File: config.mk
export PLATFORM = sky130hd
export DESIGN_NAME = bcd_clock_calendar
export DESIGN_NICKNAME = d
export VERILOG_FILES = /design/src/rtl/cal_pkg.sv /design/src/rtl/cal_bcd_cnt.sv /design/src/rtl/cal_ctrl.sv /design/src/rtl/cal_datapath.sv /design/src/rtl/bcd_clock_calendar.sv
export SDC_FILE = /design/constraint.sdc
export NUM_CORES = 1
export LEC_CHECK = 0
export CORE_MARGIN = 1.5
export CORE_UTILIZATION = 60
export DETAILED_ROUTE_END_ITERATION = 7
export DONT_BUFFER_PORTS = 1
export GPL_ROUTABILITY_DRIVEN = 0
export PLACE_DENSITY = 0.76
export SLEW_MARGIN = 0
export SYNTH_ARGS = -nofsm -noshare
export SYNTH_HDL_FRONTEND = slang
export SYNTH_SLANG_ARGS = --single-unit
File: constraint.sdc
create_clock -name clk -period 8.1 [get_ports clk]
set_clock_uncertainty 0.05 [all_clocks]
set_input_delay 1.62 -clock clk [delete_from_list [all_inputs] [get_ports clk]]
set_output_delay 1.62 -clock clk [all_outputs]
set_load 0.05 [all_outputs]
File: src/rtl/cal_pkg.sv
`timescale 1ns/1ps
package cal_pkg;
  localparam int NUM_FIELDS = 7;
  localparam int REG_BASE   = 2;

  typedef enum logic [2:0] {
    FLD_SEC, FLD_MIN, FLD_HOUR, FLD_DATE, FLD_WDAY, FLD_MONTH, FLD_YEAR
  } calField_e;

  typedef struct packed {
    logic                  tick;
    logic                  setOsf;
    logic                  clrOsf;
    logic [NUM_FIELDS-1:0] ld;
  } calStrobes_t;

  function automatic logic [7:0] bcdInc(input logic [7:0] v);
    if (v[3:0] == 4'd9) return {v[7:4] + 4'd1, 4'd0};
    return v + 8'd1;
  endfunction

  function automatic logic isLeapYear(input logic [7:0] yr);
    logic [6:0] bin;
    bin = {3'b0, yr[7:4]} * 7'd10 + {3'b0, yr[3:0]};
    return bin[1:0] == 2'b00;
  endfunction

  function automatic logic [5:0] lastDay(input logic [4:0] mon, input logic [7:0] yr);
    case (mon)
      5'h02:                      return isLeapYear(yr) ? 6'h29 : 6'h28;
      5'h04, 5'h06, 5'h09, 5'h11: return 6'h30;
      default:                    return 6'h31;
    endcase
  endfunction
endpackage

File: src/rtl/cal_bcd_cnt.sv
`timescale 1ns/1ps
module cal_bcd_cnt #(
  parameter int         W   = 8,
  parameter logic [W-1:0] LO  = '0,
  parameter logic [W-1:0] RST = '0
) (
  input  logic         clk,
  input  logic         rstN,
  input  logic         inc,
  input  logic         load,
  input  logic [W-1:0] loadVal,
  input  logic [W-1:0] maxVal,
  output logic [W-1:0] value,
  output logic         carry
);
  import cal_pkg::*;

  logic [7:0]   wide;
  logic [7:0]   wideInc;
  logic [W-1:0] nextVal;
  logic         atMax;

  assign wide    = 8'(value);
  assign wideInc = bcdInc(wide);
  assign atMax   = (value == maxVal);
  assign carry   = inc && !load && atMax;

  always_comb begin
    nextVal = value;
    if (load)       nextVal = loadVal;
    else if (inc)   nextVal = atMax ? LO : wideInc[W-1:0];
  end

  always_ff @(posedge clk or negedge rstN) begin
    if (!rstN) value <= RST;
    else       value <= nextVal;
  end
endmodule

File: src/rtl/cal_ctrl.sv
`timescale 1ns/1ps
module cal_ctrl #(
  parameter int ADDR_W = 4
) (
  input  logic                 tick,
  input  logic                 oscFail,
  input  logic                 wrEn,
  input  logic [ADDR_W-1:0]    wrAddr,
  input  logic                 wrFlagBit,
  output cal_pkg::calStrobes_t strobes
);
  import cal_pkg::*;

  logic [NUM_FIELDS-1:0] ldVec;

  for (genvar i = 0; i < NUM_FIELDS; i++) begin : g_dec
    assign ldVec[i] = wrEn && (wrAddr == ADDR_W'(REG_BASE + i));
  end

  always_comb begin
    strobes.tick   = tick;
    strobes.setOsf = oscFail;
    strobes.clrOsf = ldVec[FLD_SEC] && !wrFlagBit;
    strobes.ld     = ldVec;
  end
endmodule

File: src/rtl/cal_datapath.sv
`timescale 1ns/1ps
module cal_datapath #(
  parameter int ADDR_W = 4
) (
  input  logic                 clk,
  input  logic                 rstN,
  input  cal_pkg::calStrobes_t s,
  input  logic [7:0]           wrData,
  input  logic [ADDR_W-1:0]    rdAddr,
  output logic [7:0]           rdData
);
  import cal_pkg::*;

  localparam logic [ADDR_W-1:0] A_SEC   = ADDR_W'(REG_BASE + FLD_SEC);
  localparam logic [ADDR_W-1:0] A_MIN   = ADDR_W'(REG_BASE + FLD_MIN);
  localparam logic [ADDR_W-1:0] A_HOUR  = ADDR_W'(REG_BASE + FLD_HOUR);
  localparam logic [ADDR_W-1:0] A_DATE  = ADDR_W'(REG_BASE + FLD_DATE);
  localparam logic [ADDR_W-1:0] A_WDAY  = ADDR_W'(REG_BASE + FLD_WDAY);
  localparam logic [ADDR_W-1:0] A_MONTH = ADDR_W'(REG_BASE + FLD_MONTH);
  localparam logic [ADDR_W-1:0] A_YEAR  = ADDR_W'(REG_BASE + FLD_YEAR);

  logic [6:0] secVal, minVal;
  logic [5:0] hourVal, dateVal;
  logic [4:0] monVal;
  logic [7:0] yearVal;
  logic [2:0] wdayVal;
  logic       osfFlag;
  logic       secCarry, minCarry, hourCarry, dateCarry, monCarry, yearCarry;
  logic [5:0] dateMax;
  logic       anyLd;

  assign dateMax = lastDay(monVal, yearVal);
  assign anyLd   = |s.ld;

  cal_bcd_cnt #(.W(7), .LO(7'h00), .RST(7'h00)) uSec (
    .clk(clk), .rstN(rstN), .inc(s.tick), .load(s.ld[FLD_SEC]),
    .loadVal(wrData[6:0]), .maxVal(7'h59), .value(secVal), .carry(secCarry));

  cal_bcd_cnt #(.W(7), .LO(7'h00), .RST(7'h00)) uMin (
    .clk(clk), .rstN(rstN), .inc(secCarry), .load(s.ld[FLD_MIN]),
    .loadVal(wrData[6:0]), .maxVal(7'h59), .value(minVal), .carry(minCarry));

  cal_bcd_cnt #(.W(6), .LO(6'h00), .RST(6'h00)) uHour (
    .clk(clk), .rstN(rstN), .inc(minCarry), .load(s.ld[FLD_HOUR]),
    .loadVal(wrData[5:0]), .maxVal(6'h23), .value(hourVal), .carry(hourCarry));

  cal_bcd_cnt #(.W(6), .LO(6'h01), .RST(6'h01)) uDate (
    .clk(clk), .rstN(rstN), .inc(hourCarry), .load(s.ld[FLD_DATE]),
    .loadVal(wrData[5:0]), .maxVal(dateMax), .value(dateVal), .carry(dateCarry));

  cal_bcd_cnt #(.W(5), .LO(5'h01), .RST(5'h01)) uMonth (
    .clk(clk), .rstN(rstN), .inc(dateCarry), .load(s.ld[FLD_MONTH]),
    .loadVal(wrData[4:0]), .maxVal(5'h12), .value(monVal), .carry(monCarry));

  cal_bcd_cnt #(.W(8), .LO(8'h00), .RST(8'h00)) uYear (
    .clk(clk), .rstN(rstN), .inc(monCarry), .load(s.ld[FLD_YEAR]),
    .loadVal(wrData), .maxVal(8'h99), .value(yearVal), .carry(yearCarry));

  // Weekday: free-running modulo-7 driven by the midnight carry
  always_ff @(posedge clk or negedge rstN) begin
    if (!rstN)                wdayVal <= 3'd0;
    else if (s.ld[FLD_WDAY])  wdayVal <= wrData[2:0];
    else if (hourCarry)       wdayVal <= (wdayVal == 3'd6) ? 3'd0 : wdayVal + 3'd1;
  end

  // Sticky integrity flag: set wins over a clearing write
  always_ff @(posedge clk or negedge rstN) begin
    if (!rstN)          osfFlag <= 1'b1;
    else if (s.setOsf)  osfFlag <= 1'b1;
    else if (s.clrOsf)  osfFlag <= 1'b0;
  end

  always_comb begin
    case (rdAddr)
      A_SEC:   rdData = {osfFlag, secVal};
      A_MIN:   rdData = {1'b0, minVal};
      A_HOUR:  rdData = {2'b0, hourVal};
      A_DATE:  rdData = {2'b0, dateVal};
      A_WDAY:  rdData = {5'b0, wdayVal};
      A_MONTH: rdData = {3'b0, monVal};
      A_YEAR:  rdData = yearVal;
      default: rdData = 8'h00;
    endcase
  end

  logic unusedCarry;
  assign unusedCarry = yearCarry;

  assert_sec_wrap_R1: assert property (@(posedge clk) disable iff (!rstN)
    (s.tick && !anyLd && secVal == 7'h59) |=> (secVal == 7'h00 && minVal != $past(minVal)));

  assert_midnight_R2: assert property (@(posedge clk) disable iff (!rstN)
    (s.tick && !anyLd && secVal == 7'h59 && minVal == 7'h59 && hourVal == 6'h23)
    |=> (hourVal == 6'h00 && dateVal != $past(dateVal) && wdayVal != $past(wdayVal)));

  assert_wday_wrap_R3: assert property (@(posedge clk) disable iff (!rstN)
    (s.tick && !anyLd && secVal == 7'h59 && minVal == 7'h59 && hourVal == 6'h23 && wdayVal == 3'd6)
    |=> (wdayVal == 3'd0));

  assert_osf_set_R8: assert property (@(posedge clk) disable iff (!rstN)
    s.setOsf |=> osfFlag);

  assert_osf_hold_R8: assert property (@(posedge clk) disable iff (!rstN)
    (osfFlag && !s.clrOsf) |=> osfFlag);

  assert_write_wins_R10: assert property (@(posedge clk) disable iff (!rstN)
    s.ld[FLD_MIN] |=> (minVal == $past(wrData[6:0])));

  assert_idle_stable_R11: assert property (@(posedge clk) disable iff (!rstN)
    (!s.tick && !anyLd && !s.setOsf) |=> ($stable(secVal) && $stable(minVal) && $stable(hourVal)
      && $stable(dateVal) && $stable(wdayVal) && $stable(monVal) && $stable(yearVal) && $stable(osfFlag)));
endmodule

File: src/rtl/bcd_clock_calendar.sv
`timescale 1ns/1ps
module bcd_clock_calendar #(
  parameter int ADDR_W = 4
) (
  input  logic              clk,
  input  logic              rstN,
  input  logic              tick,
  input  logic              oscFail,
  input  logic              wrEn,
  input  logic [ADDR_W-1:0] wrAddr,
  input  logic [7:0]        wrData,
  input  logic [ADDR_W-1:0] rdAddr,
  output logic [7:0]        rdData
);
  import cal_pkg::*;

  calStrobes_t strobes;

  cal_ctrl #(.ADDR_W(ADDR_W)) uCtrl (
    .tick(tick), .oscFail(oscFail), .wrEn(wrEn), .wrAddr(wrAddr),
    .wrFlagBit(wrData[7]), .strobes(strobes));

  cal_datapath #(.ADDR_W(ADDR_W)) uPath (
    .clk(clk), .rstN(rstN), .s(strobes), .wrData(wrData),
    .rdAddr(rdAddr), .rdData(rdData));
endmodule

After elaboration in Yosys (flattened, before gate mapping)
Cells that the tools add are included.
{"block": "totals", "register_bits": 43, "latchBits": 0, "mem_bits_rw": 0, "rom_bits": 0, "in_bits": 21, "output_inout_bits": 8, "elab_cells": 133, "n_memories": 0}
{"block": "classes", "n_addsub": 14, "n_mul": 1, "div_mod_pow": 0, "order_cmp": 0, "n_eq_ne": 32, "shift": 0, "muxes": 44, "bitwise": 0, "n_reduce_logical": 34}
{"operator": "$mux W7", "n": 10}
{"operator": "$mux W6", "n": 10}
{"operator": "$pmux W8 S7", "n": 1}
{"operator": "$mux W8", "n": 5}
{"operator": "$eq A4 B3 Y1 const B", "n": 8}
{"operator": "$eq A4 B4 Y1 const B", "n": 8}
{"operator": "$mux W5", "n": 5}
{"operator": "$logic_and A1 B1 Y1", "n": 18}
{"operator": "$eq A4 B2 Y1 const B", "n": 4}
{"operator": "$reduce_bool A2 Y1", "n": 8}
{"operator": "$add A7 B1 Y7 const B", "n": 2}
{"operator": "$eq A7 B7 Y1 const B", "n": 2}
{"operator": "$add A6 B1 Y6 const B", "n": 2}
{"operator": "$pmux W6 S2", "n": 1}
{"operator": "$eq A5 B3 Y1 const B", "n": 2}
{"operator": "$eq A5 B5 Y1 const B", "n": 2}
{"operator": "$add A3 B1 Y3 const B", "n": 3}
{"operator": "$mux W1", "n": 9}
{"operator": "$mux W3", "n": 3}
{"operator": "$add A8 B1 Y8 const B", "n": 1}
{"operator": "$eq A8 B8 Y1 const B", "n": 1}
{"operator": "$eq A6 B6 Y1", "n": 1}
{"operator": "$eq A6 B6 Y1 const B", "n": 1}
{"operator": "$logic_not A1 Y1", "n": 6}
{"operator": "other kinds (11)", "n": 12}

Depth between registers and ports, before layout
{"block": "depth", "depth_word": 15, "mapped_depth": 11, "mapped_depth_nobuf": 9}

Modules after synthesis
From an unflattened synthesis, not the netlist that was laid out.
{"block": "hier_totals", "hier_cells": 519, "hier_area_um2": 4470.5}
{"mod": "cal_bcd_cnt at uPath.uMin ...", "instances": 2, "cells_per_inst": 76, "area_each_um2": 666.9, "seq_area_each_um2": 175.2}
{"mod": "cal_bcd_cnt at uPath.uYear", "instances": 1, "cells_per_inst": 87, "area_each_um2": 797.0, "seq_area_each_um2": 200.2}
{"mod": "cal_datapath", "instances": 1, "cells_per_inst": 90, "area_each_um2": 737.0, "seq_area_each_um2": 101.3}
{"mod": "cal_bcd_cnt at uPath.uHour", "instances": 1, "cells_per_inst": 68, "area_each_um2": 581.8, "seq_area_each_um2": 150.1}
{"mod": "cal_bcd_cnt at uPath.uDate", "instances": 1, "cells_per_inst": 62, "area_each_um2": 521.8, "seq_area_each_um2": 151.4}
{"mod": "cal_bcd_cnt at uPath.uMonth", "instances": 1, "cells_per_inst": 45, "area_each_um2": 410.4, "seq_area_each_um2": 126.4}
{"mod": "cal_ctrl", "instances": 1, "cells_per_inst": 15, "area_each_um2": 88.8, "seq_area_each_um2": 0.0}

Worst setup path after synthesis
Ideal clock, no wire load.
{"block": "synth_timing", "path_type": "input port to output port", "start": "input rdAddr[0]", "end": "output rdData[3]", "t_arrival_ns": 3.534, "t_required_ns": 6.430, "slack_ns": 2.896, "path_stages": 5, "n_path_buf": 2, "path_cell_list": "clkbuf_1 -> clkbuf_1 -> mux2_2 -> a22oi_1 -> o21ai_0"}
{"block": "synth_via", "elab_chain_len": 2, "elab_cells_between_ends": 8, "classes_between": "7 x eq/ne; 1 x mux"}
{"element": "start, declared", "line": "bcd_clock_calendar.sv:12", "rtl": "input logic [ADDR_W-1:0] rdAddr,"}
{"element": "$eq A4 B4 Y1 (tied with other cells)", "line": "cal_datapath.sv:74", "rtl": "case (rdAddr)"}
{"element": "$pmux W8 S7 *", "line": "cal_datapath.sv:74"}
{"element": "end, declared", "line": "bcd_clock_calendar.sv:13", "rtl": "output logic [7:0] rdData"}
Every way passes the cells marked *; elsewhere a longest branch is shown, timed or not.

Final worst setup path
{"block": "layout_timing", "start": "input rdAddr[3]", "end": "output rdData[6]"}
Same word-level chain as after synthesis.

==> metrics.csv <==
metric,value,unit
"Worst Path Class, Setup",input port to output port,
# DRC,0,
max cap viols,0,
wire per inst,19.1,µm
critical path launch point type,input port,
VDD IR-drop max,0.104,mV
CTS Buf Count,5,
GRT Util Overall,31.9,%
nets,462,
Post-Syn Area,3530,µm²
TritonCTS clock tree,built,
post-cts sizing count,0,
P_leak,1.45,nW
Synth async-reset ratio,100,%
Cell Pwr Density,219,nW/µm²
CORE AREA,5570,µm²
max-slew violation count,0,
setup TNS,0,ps
vias in the first global route,3044,
hold crit path type,flip-flop to flip-flop,
Die W,79.7,µm
layout cells sized above 1,6.82,%
# setup viols final,0,
Mapped Cells,436,
worst slew pin tran,1080,ps
top achievable clock speed,214,MHz
Die ar.,6350,µm²
Final min period,4670,ps
Initial DRC Count,220,
die height,79.7,µm
vias,3353,
register area share after synthesis,30.6,%
unrepaired setup endpoints after global routing,no,
CTS root buf,clkbuf_8,
final core utilization,64.8,%
relative max-transition margin,27.7,%
status,finished clean,
Arrival @ worst endpoint,3000,ps
first-pass GRT wire length,15.4,mm
Critical Path Fanout Max,8,
Routed Antenna Nets,0,
CTS clock-pin slew for the worst setup and hold paths,80,ps
CTS Sinks,43,
fin cells,497,
DR pass1 iterations,5,
number of enable flip-flop cells after synthesis,0,
Fin. Hold Viols,0,
warnings from Yosys,0,
Total Power,793,µW
H-tree Lvls,2,
post-synthesis cell type count,61,
Vias/cell,6.75,
Initial Utilization,63.3,%
Mapped Avg Cell Area,8.09,µm²
GR Overflow Total,0,
dpl cells,489,
final wirelength,9.50,mm
number of diodes,0,
largest net degree at the start of global routing,44,
Post-CTS Setup Bufs,0,
crit end category,output port,
I/O Buffers,0,
worst path required time,6430,ps
hold buffers post-CTS,0,
initial antenna violation count,0,
fillers,488,
io pins,29,
maximum buffer depth of the clock tree,2,
area growth from synthesis to layout,2.48,%
Tcrit/Tclk final,57.6,%
Yosys reg bits,43,
# rows,27,
"Top FF cell, synth",dfrtp_1,
DP HPWL,6.77,mm
Clock Latency Late Sink,300,ps
syn nets,474,
sequential cells by signal, summed over array words and instances, names as in the netlist:
register and count:
uPath.osfFlag 1, uPath.uSec.value 7, uPath.uMin.value 7, uPath.uDate.value 6
uPath.wdayVal 3, uPath.uYear.value 8, uPath.uHour.value 6, uPath.uMonth.value 5
cells by family after synthesis:
family / after synthesis / synth area share, %
AOI/OAI and AO/OA: 124 / 23.0
muxes: 17 / 6.14
buffers and inverters: 37 / 4.58
and+or+nand+nor: 191 / 28.0
xor gates and xnor gates: 7 / 1.74
DFF: 43 / 30.6
adders and majority gates: 17 / 6.03
layer usage:
metal / vias up / wire length (µm) / global-route usage (%)
met5: - / 0 / 0
met3: 19 / 901 / 8.00
li1: 1577 / - / -
met2: 144 / 4360 / 51.4
met4: 0 / 204 / 9.82
met1: 1613 / 4040 / 42.0
per-stage QoR:
step | area, µm² | hold slack [ps] | worst slack, ps
3_3_place_gp | 3530 | 418 | 3500
5_1_grt | 3610 | 458 | 3370
3_5_place_dp | 3530 | 430 | 3460
6_report | 3610 | 437 | 3430
2_1_floorplan | 3530 | 405 | 2900
4_1_cts | 3610 | 442 | 3450
path summary, 6_finish.rpt:
kind                                                    end                            start  slack, ps  cells after the start
max                                               rdData[6]                        rdAddr[3]       3430                      3
min                               uPath.osfFlag$_DFFE_PN1P_        uPath.osfFlag$_DFFE_PN1P_        440                      2
max reg2reg                uPath.uYear.value[7]$_DFFE_PN0P_  uPath.uSec.value[1]$_DFFE_PN0P_       4810                      9
min in group asynchronous  uPath.uHour.value[3]$_DFFE_PN0P_                             rstN        950                      0
max in group asynchronous         uPath.osfFlag$_DFFE_PN1P_                             rstN       6860                      0
min reg2reg                       uPath.osfFlag$_DFFE_PN1P_        uPath.osfFlag$_DFFE_PN1P_        440                      2
cell type report:
| class | instances | area (µm²) | share of cell area, % |
|---|---|---|---|
| Clock buffer | 7 | 76.3 | 2.11 |
| Inverter | 17 | 63.8 | 1.77 |
| Clock inverter | 1 | 5.00 | 0.138 |
| Multi-Input combinational cell | 356 | 2290 | 63.4 |
| Timing Repair Buffer | 1 | 7.51 | 0.208 |
| Tap cell | 72 | 90.1 | 2.49 |
| Sequential cell | 43 | 1080 | 29.9 |
critical path: stages:
cell     delay [ps]
nor2b_1         420
a22oi_1         180
o21ai_1         770
Yosys cell counts, drive strengths merged, types with 12 or more instances:
master / number / area share (%)
nor2: 37 / 3.9
nand3: 18 / 2.6
a21oi: 23 / 3.3
nor2b: 12 / 2.1
o21ai: 46 / 6.5
a22oi: 13 / 2.8
ha: 17 / 6.0
nor3: 13 / 1.8
dfrtp: 40 / 28
inv: 17 / 1.8
nand2: 63 / 6.7
clkbuf: 13 / 1.4
layout by cell type, fill, tap and decap left out, drive strengths merged, types with 4 or more instances in the layout:
cell type	Yosys	layout
nand3	18	18
nor2b	12	12
or4	5	5
nand2	63	63
or2	4	4
a221o	6	6
nor3b	5	5
dfrtp	40	40
mux2	7	7
and3b	4	4
nor3	13	13
ha	17	17
and3	7	7
nor4	7	7
inv	17	17
o31ai	5	5
clkbuf	13	7
nand3b	4	4
xnor2	5	5
o21ai	46	46
mux2i	7	7
a22oi	13	13
nand4	4	4
a21oi	23	23
nor2	37	37
where the power goes:
part           internal (mW)  switching [mW]
Clock                 0.0607          0.0749
Combinational          0.129           0.147
Sequential             0.273           0.109
Power figures use the tool's default switching activity.
